<file path="config.mk">
export PLATFORM = sky130hd
export DESIGN_NAME = uerr_status_reg
export DESIGN_NICKNAME = d
export VERILOG_FILES = /design/src/rtl/uerr_pkg.sv /design/src/rtl/uerr_rst_sync.sv /design/src/rtl/uerr_tag_fifo.sv /design/src/rtl/uerr_err_count.sv /design/src/rtl/uerr_sticky_flag.sv /design/src/rtl/uerr_status_reg.sv
export SDC_FILE = /design/constraint.sdc
export NUM_CORES = 1
export LEC_CHECK = 0
export ABC_AREA = 0
export ABC_CLOCK_PERIOD_IN_PS = 2000
export BUFFER_PORTS_ARGS = -buffer_cell sky130_fd_sc_hd__clkbuf_2
export CAP_MARGIN = 5
export CORE_ASPECT_RATIO = 0.6
export CORE_MARGIN = 1
export CORE_UTILIZATION = 52
export DETAILED_ROUTE_END_ITERATION = 7
export GPL_ROUTABILITY_DRIVEN = 0
export HOLD_SLACK_MARGIN = 0.05
export PLACE_DENSITY = 0.76
export RECOVER_POWER = 100
export SLEW_MARGIN = 20
export SYNTH_ARGS = -nofsm -noshare
export SYNTH_HDL_FRONTEND = slang
export SYNTH_SLANG_ARGS = --single-unit
</file>
<file path="constraint.sdc">
create_clock -name clk -period 2 [get_ports clk]
set_input_delay 0.4 -clock clk [delete_from_list [all_inputs] [get_ports clk]]
set_output_delay 0.4 -clock clk [all_outputs]
set_load 0.01 [all_outputs]
</file>
<file path="src/rtl/uerr_pkg.sv">
package uerr_pkg;
  // Bit positions inside the status word (read by software decoders)
  localparam int BIT_ER     = 7;
  localparam int BIT_TEND   = 6;
  localparam int BIT_TEMPTY = 5;
  localparam int BIT_BRK    = 4;
  localparam int BIT_HFE    = 3;
  localparam int BIT_HPE    = 2;
  localparam int BIT_RFULL  = 1;
  localparam int BIT_RDY    = 0;

  localparam int NUM_STICKY = 6;

  // Sticky slot k -> bit position in the word
  function automatic int sticky_bit(input int k);
    case (k)
      0:       return BIT_ER;
      1:       return BIT_TEND;
      2:       return BIT_TEMPTY;
      3:       return BIT_BRK;
      4:       return BIT_RFULL;
      default: return BIT_RDY;
    endcase
  endfunction

  // Reset value per sticky slot
  function automatic logic sticky_rst(input int k);
    return (k == 1) || (k == 2);
  endfunction
endpackage

</file>
<file path="src/rtl/uerr_rst_sync.sv">
module uerr_rst_sync (
  input  logic clk,
  input  logic rst_n,
  output logic rst_n_sync
);
  logic [1:0] sync_q;

  always_ff @(posedge clk or negedge rst_n) begin
    if (!rst_n) sync_q <= 2'b00;
    else        sync_q <= {sync_q[0], 1'b1};
  end

  assign rst_n_sync = sync_q[1];
endmodule

</file>
<file path="src/rtl/uerr_tag_fifo.sv">
module uerr_tag_fifo #(
  parameter int DEPTH = 16,
  parameter int LVL_W = 5
) (
  input  logic             clk,
  input  logic             rst_n,
  input  logic             push_req,
  input  logic             pop_req,
  input  logic             push_pe,
  input  logic             push_fe,
  output logic             push_ok,
  output logic             pop_ok,
  output logic             head_pe,
  output logic             head_fe,
  output logic [LVL_W-1:0] level
);
  localparam int PTR_W = (DEPTH > 1) ? $clog2(DEPTH) : 1;
  localparam logic [LVL_W-1:0] FULL_LVL = LVL_W'(DEPTH);
  localparam logic [PTR_W-1:0] LAST_PTR = PTR_W'(DEPTH - 1);

  logic [1:0]       tag_q [DEPTH];
  logic [PTR_W-1:0] rd_ptr_q, rd_ptr_d;
  logic [PTR_W-1:0] wr_ptr_q, wr_ptr_d;
  logic [LVL_W-1:0] lvl_q, lvl_d;
  logic             empty, full;

  function automatic logic [PTR_W-1:0] ptr_next(input logic [PTR_W-1:0] p);
    return (p == LAST_PTR) ? '0 : p + 1'b1;
  endfunction

  assign empty   = (lvl_q == '0);
  assign full    = (lvl_q == FULL_LVL);
  assign pop_ok  = pop_req && !empty;
  assign push_ok = push_req && (!full || pop_req);

  always_comb begin
    rd_ptr_d = rd_ptr_q;
    wr_ptr_d = wr_ptr_q;
    lvl_d    = lvl_q;
    if (pop_ok)  rd_ptr_d = ptr_next(rd_ptr_q);
    if (push_ok) wr_ptr_d = ptr_next(wr_ptr_q);
    if (push_ok && !pop_ok)      lvl_d = lvl_q + 1'b1;
    else if (pop_ok && !push_ok) lvl_d = lvl_q - 1'b1;
  end

  always_ff @(posedge clk or negedge rst_n) begin
    if (!rst_n) begin
      rd_ptr_q <= '0;
      wr_ptr_q <= '0;
      lvl_q    <= '0;
    end else begin
      rd_ptr_q <= rd_ptr_d;
      wr_ptr_q <= wr_ptr_d;
      lvl_q    <= lvl_d;
    end
  end

  always_ff @(posedge clk or negedge rst_n) begin
    if (!rst_n) begin
      for (int i = 0; i < DEPTH; i++) tag_q[i] <= 2'b00;
    end else if (push_ok) begin
      tag_q[wr_ptr_q] <= {push_pe, push_fe};
    end
  end

  assign head_pe = !empty && tag_q[rd_ptr_q][1];
  assign head_fe = !empty && tag_q[rd_ptr_q][0];
  assign level   = lvl_q;

  // occupancy never exceeds the depth
  p_level_bound_r12: assert property (@(posedge clk) disable iff (!rst_n)
    lvl_q <= FULL_LVL);

  // a push into a full queue without a pop is dropped
  p_drop_when_full_r12: assert property (@(posedge clk) disable iff (!rst_n)
    (full && push_req && !pop_req) |=> (lvl_q == FULL_LVL) && $stable(wr_ptr_q));

  // a pop of an empty queue changes nothing
  p_pop_empty_r12: assert property (@(posedge clk) disable iff (!rst_n)
    (empty && pop_req && !push_req) |=> (lvl_q == '0) && $stable(rd_ptr_q));
endmodule

</file>
<file path="src/rtl/uerr_err_count.sv">
module uerr_err_count #(
  parameter int W = 4
) (
  input  logic         clk,
  input  logic         rst_n,
  input  logic         inc,
  input  logic         dec,
  output logic [W-1:0] cnt
);
  logic [W-1:0] cnt_q, cnt_d;
  logic         cnt_en;

  assign cnt_en = inc ^ dec;

  always_comb begin
    cnt_d = cnt_q;
    if (inc) cnt_d = cnt_q + 1'b1;
    else     cnt_d = cnt_q - 1'b1;
  end

  always_ff @(posedge clk or negedge rst_n) begin
    if (!rst_n)      cnt_q <= '0;
    else if (cnt_en) cnt_q <= cnt_d;
  end

  assign cnt = cnt_q;

  // balanced or idle activity holds the tally
  p_hold_balanced_r2: assert property (@(posedge clk) disable iff (!rst_n)
    (inc == dec) |=> $stable(cnt_q));

  // an increment from all-ones wraps to zero
  p_wrap_r3: assert property (@(posedge clk) disable iff (!rst_n)
    (inc && !dec && (&cnt_q)) |=> (cnt_q == '0));
endmodule

</file>
<file path="src/rtl/uerr_sticky_flag.sv">
module uerr_sticky_flag #(
  parameter logic RST_VAL = 1'b0
) (
  input  logic clk,
  input  logic rst_n,
  input  logic set_ev,
  input  logic rd_strobe,
  input  logic clr_req,
  output logic flag
);
  logic flag_q, flag_d;
  logic seen_q, seen_d;
  logic clr_hit;

  assign clr_hit = clr_req && seen_q;

  always_comb begin
    flag_d = flag_q;
    seen_d = seen_q;
    if (set_ev)       flag_d = 1'b1;
    else if (clr_hit) flag_d = 1'b0;
    if (set_ev || clr_hit)      seen_d = 1'b0;
    else if (rd_strobe && flag_q) seen_d = 1'b1;
  end

  always_ff @(posedge clk or negedge rst_n) begin
    if (!rst_n) begin
      flag_q <= RST_VAL;
      seen_q <= 1'b0;
    end else begin
      flag_q <= flag_d;
      seen_q <= seen_d;
    end
  end

  assign flag = flag_q;

  // a set event always leaves the flag at 1
  p_set_wins_r10: assert property (@(posedge clk) disable iff (!rst_n)
    set_ev |=> flag_q);

  // a flag only falls after a clearing write that followed a read
  p_clear_needs_read_r8: assert property (@(posedge clk) disable iff (!rst_n)
    (flag_q && !flag_d) |-> (clr_req && seen_q));

  // after a set, the read mark is consumed
  p_set_consumes_read_r9: assert property (@(posedge clk) disable iff (!rst_n)
    set_ev |=> !seen_q);
endmodule

</file>
<file path="src/rtl/uerr_status_reg.sv">
module uerr_status_reg #(
  parameter int DEPTH = 16
) (
  input  logic        clk,
  input  logic        rst_n,
  input  logic        rx_push,
  input  logic        rx_push_pe,
  input  logic        rx_push_fe,
  input  logic        rx_pop,
  input  logic        tx_end_set,
  input  logic        tx_empty_set,
  input  logic        brk_set,
  input  logic        rx_full_set,
  input  logic        rx_ready_set,
  input  logic        cpu_rd,
  input  logic        cpu_wr,
  input  logic [15:0] cpu_wdata,
  output logic [15:0] rd_data
);
  import uerr_pkg::*;

  localparam int CNT_W = $clog2(DEPTH);
  localparam int LVL_W = $clog2(DEPTH + 1);
  localparam int RD_W  = 8 + 2 * CNT_W;
  localparam int PE_HI = RD_W - 1;
  localparam int FE_HI = 8 + CNT_W - 1;

  logic             rst_n_i;
  logic             push_ok, pop_ok;
  logic             head_pe, head_fe;
  logic [LVL_W-1:0] level;
  logic [CNT_W-1:0] cnt_vec [2];
  logic [1:0]       cnt_inc, cnt_dec;
  logic [NUM_STICKY-1:0] set_vec, flag_vec;

  uerr_rst_sync u_rst_sync (
    .clk        (clk),
    .rst_n      (rst_n),
    .rst_n_sync (rst_n_i)
  );

  uerr_tag_fifo #(.DEPTH(DEPTH), .LVL_W(LVL_W)) u_fifo (
    .clk      (clk),
    .rst_n    (rst_n_i),
    .push_req (rx_push),
    .pop_req  (rx_pop),
    .push_pe  (rx_push_pe),
    .push_fe  (rx_push_fe),
    .push_ok  (push_ok),
    .pop_ok   (pop_ok),
    .head_pe  (head_pe),
    .head_fe  (head_fe),
    .level    (level)
  );

  // slot 0 tracks parity marks, slot 1 framing marks
  assign cnt_inc = {push_ok && rx_push_fe, push_ok && rx_push_pe};
  assign cnt_dec = {pop_ok && head_fe,     pop_ok && head_pe};

  for (genvar g = 0; g < 2; g++) begin : g_cnt
    uerr_err_count #(.W(CNT_W)) u_cnt (
      .clk   (clk),
      .rst_n (rst_n_i),
      .inc   (cnt_inc[g]),
      .dec   (cnt_dec[g]),
      .cnt   (cnt_vec[g])
    );
  end

  assign set_vec = {rx_ready_set, rx_full_set, brk_set, tx_empty_set, tx_end_set,
                    push_ok && (rx_push_pe || rx_push_fe)};

  for (genvar k = 0; k < NUM_STICKY; k++) begin : g_flag
    localparam int BP = sticky_bit(k);
    uerr_sticky_flag #(.RST_VAL(sticky_rst(k))) u_flag (
      .clk       (clk),
      .rst_n     (rst_n_i),
      .set_ev    (set_vec[k]),
      .rd_strobe (cpu_rd),
      .clr_req   (cpu_wr && !cpu_wdata[BP]),
      .flag      (flag_vec[k])
    );
  end

  always_comb begin
    rd_data = '0;
    rd_data[PE_HI -: CNT_W] = cnt_vec[0];
    rd_data[FE_HI -: CNT_W] = cnt_vec[1];
    rd_data[BIT_HFE] = head_fe;
    rd_data[BIT_HPE] = head_pe;
    for (int k = 0; k < NUM_STICKY; k++) rd_data[sticky_bit(k)] = flag_vec[k];
  end

  // a write aimed at the read-only fields, with no queue traffic, leaves them alone
  p_ro_fields_r11: assert property (@(posedge clk) disable iff (!rst_n_i)
    (cpu_wr && !rx_push && !rx_pop &&
     ((cpu_wdata[15:8] != rd_data[15:8]) || (cpu_wdata[3:2] != rd_data[3:2])))
    |=> $stable(rd_data[15:8]) && $stable(rd_data[3:2]));

  // an empty queue shows no head marks
  p_empty_head_r4: assert property (@(posedge clk) disable iff (!rst_n_i)
    (level == '0) |-> !rd_data[BIT_HFE] && !rd_data[BIT_HPE]);

  // an accepted marked push raises the receive-error flag
  p_er_set_r5: assert property (@(posedge clk) disable iff (!rst_n_i)
    (push_ok && (rx_push_pe || rx_push_fe)) |=> rd_data[BIT_ER]);
endmodule

</file>
==> summary.txt <==
Status
  • Run status: finished with violations
  • Failing checks: negative setup slack

Timing
  • RSZ-0062 raised after global routing: yes
  • Final Worst Setup Slack: -0.604 ns
  • Final setup fails: 52
  • Setup TNS: -16.07 ns
  • Tmin final: 2.60 ns
  • Worst-margin pin slew: 0.879 ns
  • Slew Limit Fails: 0
  • Clk_skew: 0.00399 ns
  • Tcrit/Tclk final: 1.30
  • Slew headroom: 0.413
  • Hold WS: 0.219 ns
  • Hold Fails Final Rpt: 0
  • Max Freq: 384 MHz

Clocking
  • Worst-case clock buffer depth: 2
  • Number of CTS-inserted buffers: 9
  • Worst-skew pair later-pin latency: 0.34 ns
  • Sink Count: 67
  • CTS H-Tree Depth: 3
  • Clock-pin slew on the worst setup and hold paths: 0.05 ns
  • Root Buffer: clkbuf_16
  • CTS tree: built

Global routing
  • Total Routing Usage GR: 0.260
  • Largest net degree at the start of global routing: between 50 and 60
  • Initial antenna violation count: 0
  • Vias in the first global route: 2,707
  • First-pass GRT wire length: 13,600 um
  • GRT Residual Overflow: 0

Power and ir drop
  • PD cells: 1670 nW/um^2
  • Max IR drop VDD: 0.00109 V
  • Pleak: 2.34 nW

Logic synthesis
  • Synthesized cell area: 3600 um^2
  • Register area share after synthesis: 0.467
  • Synth Register Bits: 67
  • Post-synth cell types: 47
  • Syn avg cell area: 11.9 um^2
  • Synth warnings: 0
  • Post-synthesis instance total: 303
  • Synthesized Nets: 348

Critical path
  • Crit path DAT: 2.83 ns
  • Critical path's largest stage delay: 0.57 ns
  • Critical path class: flip-flop to flip-flop
  • Crit-path leading delay family: compound AO/OA/AOI/OAI gates
  • CP max FO: 4
  • Crit-path slowest cell: or4_4
  • Crit-path cells: or4_4 > o31a_1 > ha_4 > inv_6 > ha_4 > a21o_1 > a21oi_2 > xnor2_1 > nor2_1 > xnor2_1
  • Critical path capture point type: flip-flop
  • Critical Path Source Type: flip-flop
  • Worst path required time: 2.23 ns
  • Buf+Inv Stages, Crit Path: 1

Routing
  • Pre-antenna DRT Iters: 4
  • Routed Antenna Nets: 0
  • DR iter-0 viols: roughly 130
  • Vias per cell: 5.61
  • DRC viols: 0
  • Via count: 2,711
  • Avg WL per Cell: 19.0 um
  • DRT Wirelength: just over 9000 um

Final layout
  • Fraction of layout cells with a size suffix above 1: 0.482
  • ANT cells: 0
  • Final core occ: 0.774
  • Fin nets: 436
  • Synth-to-Final Area Change: 43.6%
  • Finished Layout Cells: 483
  • Most common library cell in the layout ignoring fill and taps: dfrtp_1
  • Leading cell types in the layout, fill and taps excluded: dfrtp_1 (63), buf_4 (45), mux2_4 (38)

Die
  • I/O pins: 45
  • Die width: 109 um
  • Initial core utilization: 0.539
  • Core Rows: 23
  • Core Area: 6680 um^2
  • Die Span Y: 66.4 um
  • Die ar.: 7270 um^2

Worst hold path
  • Hold/Removal Path Class: primary input to flip-flop

Placement
  • Detailed Place HPWL: 5250 um
  • Setup WS pre-CTS: -0.596 ns
  • Post-placement cell count: 444
  • Port bufs: 34

Flow run
  • Number of max-cap violations: 0
## metal layers
metal  vias up  part of all wire  global-route usage
li1       1255                 -                   -
met1      1386              0.46               0.356
met2        61              0.48               0.385
met3         9             0.053              0.0847
met4         0            0.0082              0.0900
met5         -                 0                   0
## synth_stat cells, drive strengths merged
cell type   n  area share
dfrtp      65        0.45
mux2       38        0.12
nand3      22       0.031
buf        18       0.038
mux2i      18       0.050
nand2      18       0.025
a21o       13       0.027
a21oi      13       0.019
ha         13       0.045
nand3b     12       0.025
xnor2      11       0.032
o21ai      10       0.014
nor2        8      0.0083
inv         5      0.0052
nor2b       5      0.0087
clkbuf      4      0.0042
xor2        4       0.015
a22oi       3      0.0076
and2        3      0.0052
fa          3       0.017
a41oi       2      0.0049
dfstp       2       0.015
nand4       2      0.0035
o21a        2      0.0045
a221oi      1      0.0024
a311oi      1      0.0024
a32oi       1      0.0024
clkinv      1      0.0014
conb        1      0.0010
nand2b      1      0.0017
o22a        1      0.0049
o31a        1      0.0024
or4         1      0.0031
## state kept, by name (all words and copies together) (netlist names)
name / count
u_fifo.rd_ptr_q: 4
u_fifo.level: 5
g_cnt.u_cnt.cnt: 8
g_flag.u_flag.flag: 6
g_flag.u_flag.seen_q: 6
u_fifo.wr_ptr_q: 4
u_rst_sync.sync_q: 2
u_fifo.tag_q: 32
## path summary, 6_finish.rpt
check	start	endpoint	slack, ns	depth (start not counted)
worst min register to register	u_rst_sync.sync_q[1]	u_fifo.wr_ptr_q[1]	0.24	0
worst max-delay path	u_fifo.level[2]	u_fifo.level[4]	-0.60	10
min in group asynchronous	u_rst_sync.sync_q[1]	u_fifo.wr_ptr_q[1]	0.24	0
max in group asynchronous	u_rst_sync.sync_q[1]	u_fifo.rd_ptr_q[1]	0.57	1
worst max register to register	u_fifo.level[2]	u_fifo.level[4]	-0.60	10
worst min-delay path	rx_ready_set	g_flag[5].u_flag.seen_q	0.22	2
## area by class of cell
class                      count  area (um^2)
multi-input combinational    208         2270
sequential                    67         1680
fill                         386         1510
timing repair buffer          99          778
clock buffer                  11          243
tap                           87          109
clock inverter                 5         52.6
inverter                       6         32.5
## logic make-up (layout without fill, tap and decap cells)
family                   after synthesis  in the layout  share of synthesized area
AO/OA/AOI/OAI                         48             48                     0.0921
XOR/XNOR                              15             15                     0.0469
adder cells (fa/ha/maj)               16             16                     0.0619
buffers and inverters                 28            121                     0.0487
flip-flops                            67             67                      0.467
multiplexers                          56             56                      0.171
other                                  1              1                    0.00104
AND/OR/NAND/NOR                       72             72                      0.112
## power by group
part | leakage, nW | internal (mW) | switching, mW
registers | 0.806 | 1.92 | 0.510
logic | 1.39 | 2.62 | 2.03
clock network | 0.145 | 0.991 | 0.586
total | 2.34 | 5.53 | 3.13
## stage by stage
| stage | cell area, um^2 | power [mW] |
|---|---|---|
| finish | 5170 | 8.65 |
| detailed placement | 4140 | 5.70 |
| floorplan | 3680 | 4.65 |
| global placement | 4140 | 5.59 |
| CTS | 4840 | 7.94 |
| global route | 5170 | 9.15 |
## repair_timing
| item | in CTS | in global routing |
|---|---|---|
| setup buffers | 18 | 8 |
| hold buffers | 1 | 0 |
| gates cloned | 1 | 1 |
| hold endpoints to repair | 2 | 0 |
| endpoints found under the setup margin | 48 | 53 |
| pin swaps | 32 | 13 |
| gates resized for setup | 59 | 63 |
(Power assumes the default switching activity.)
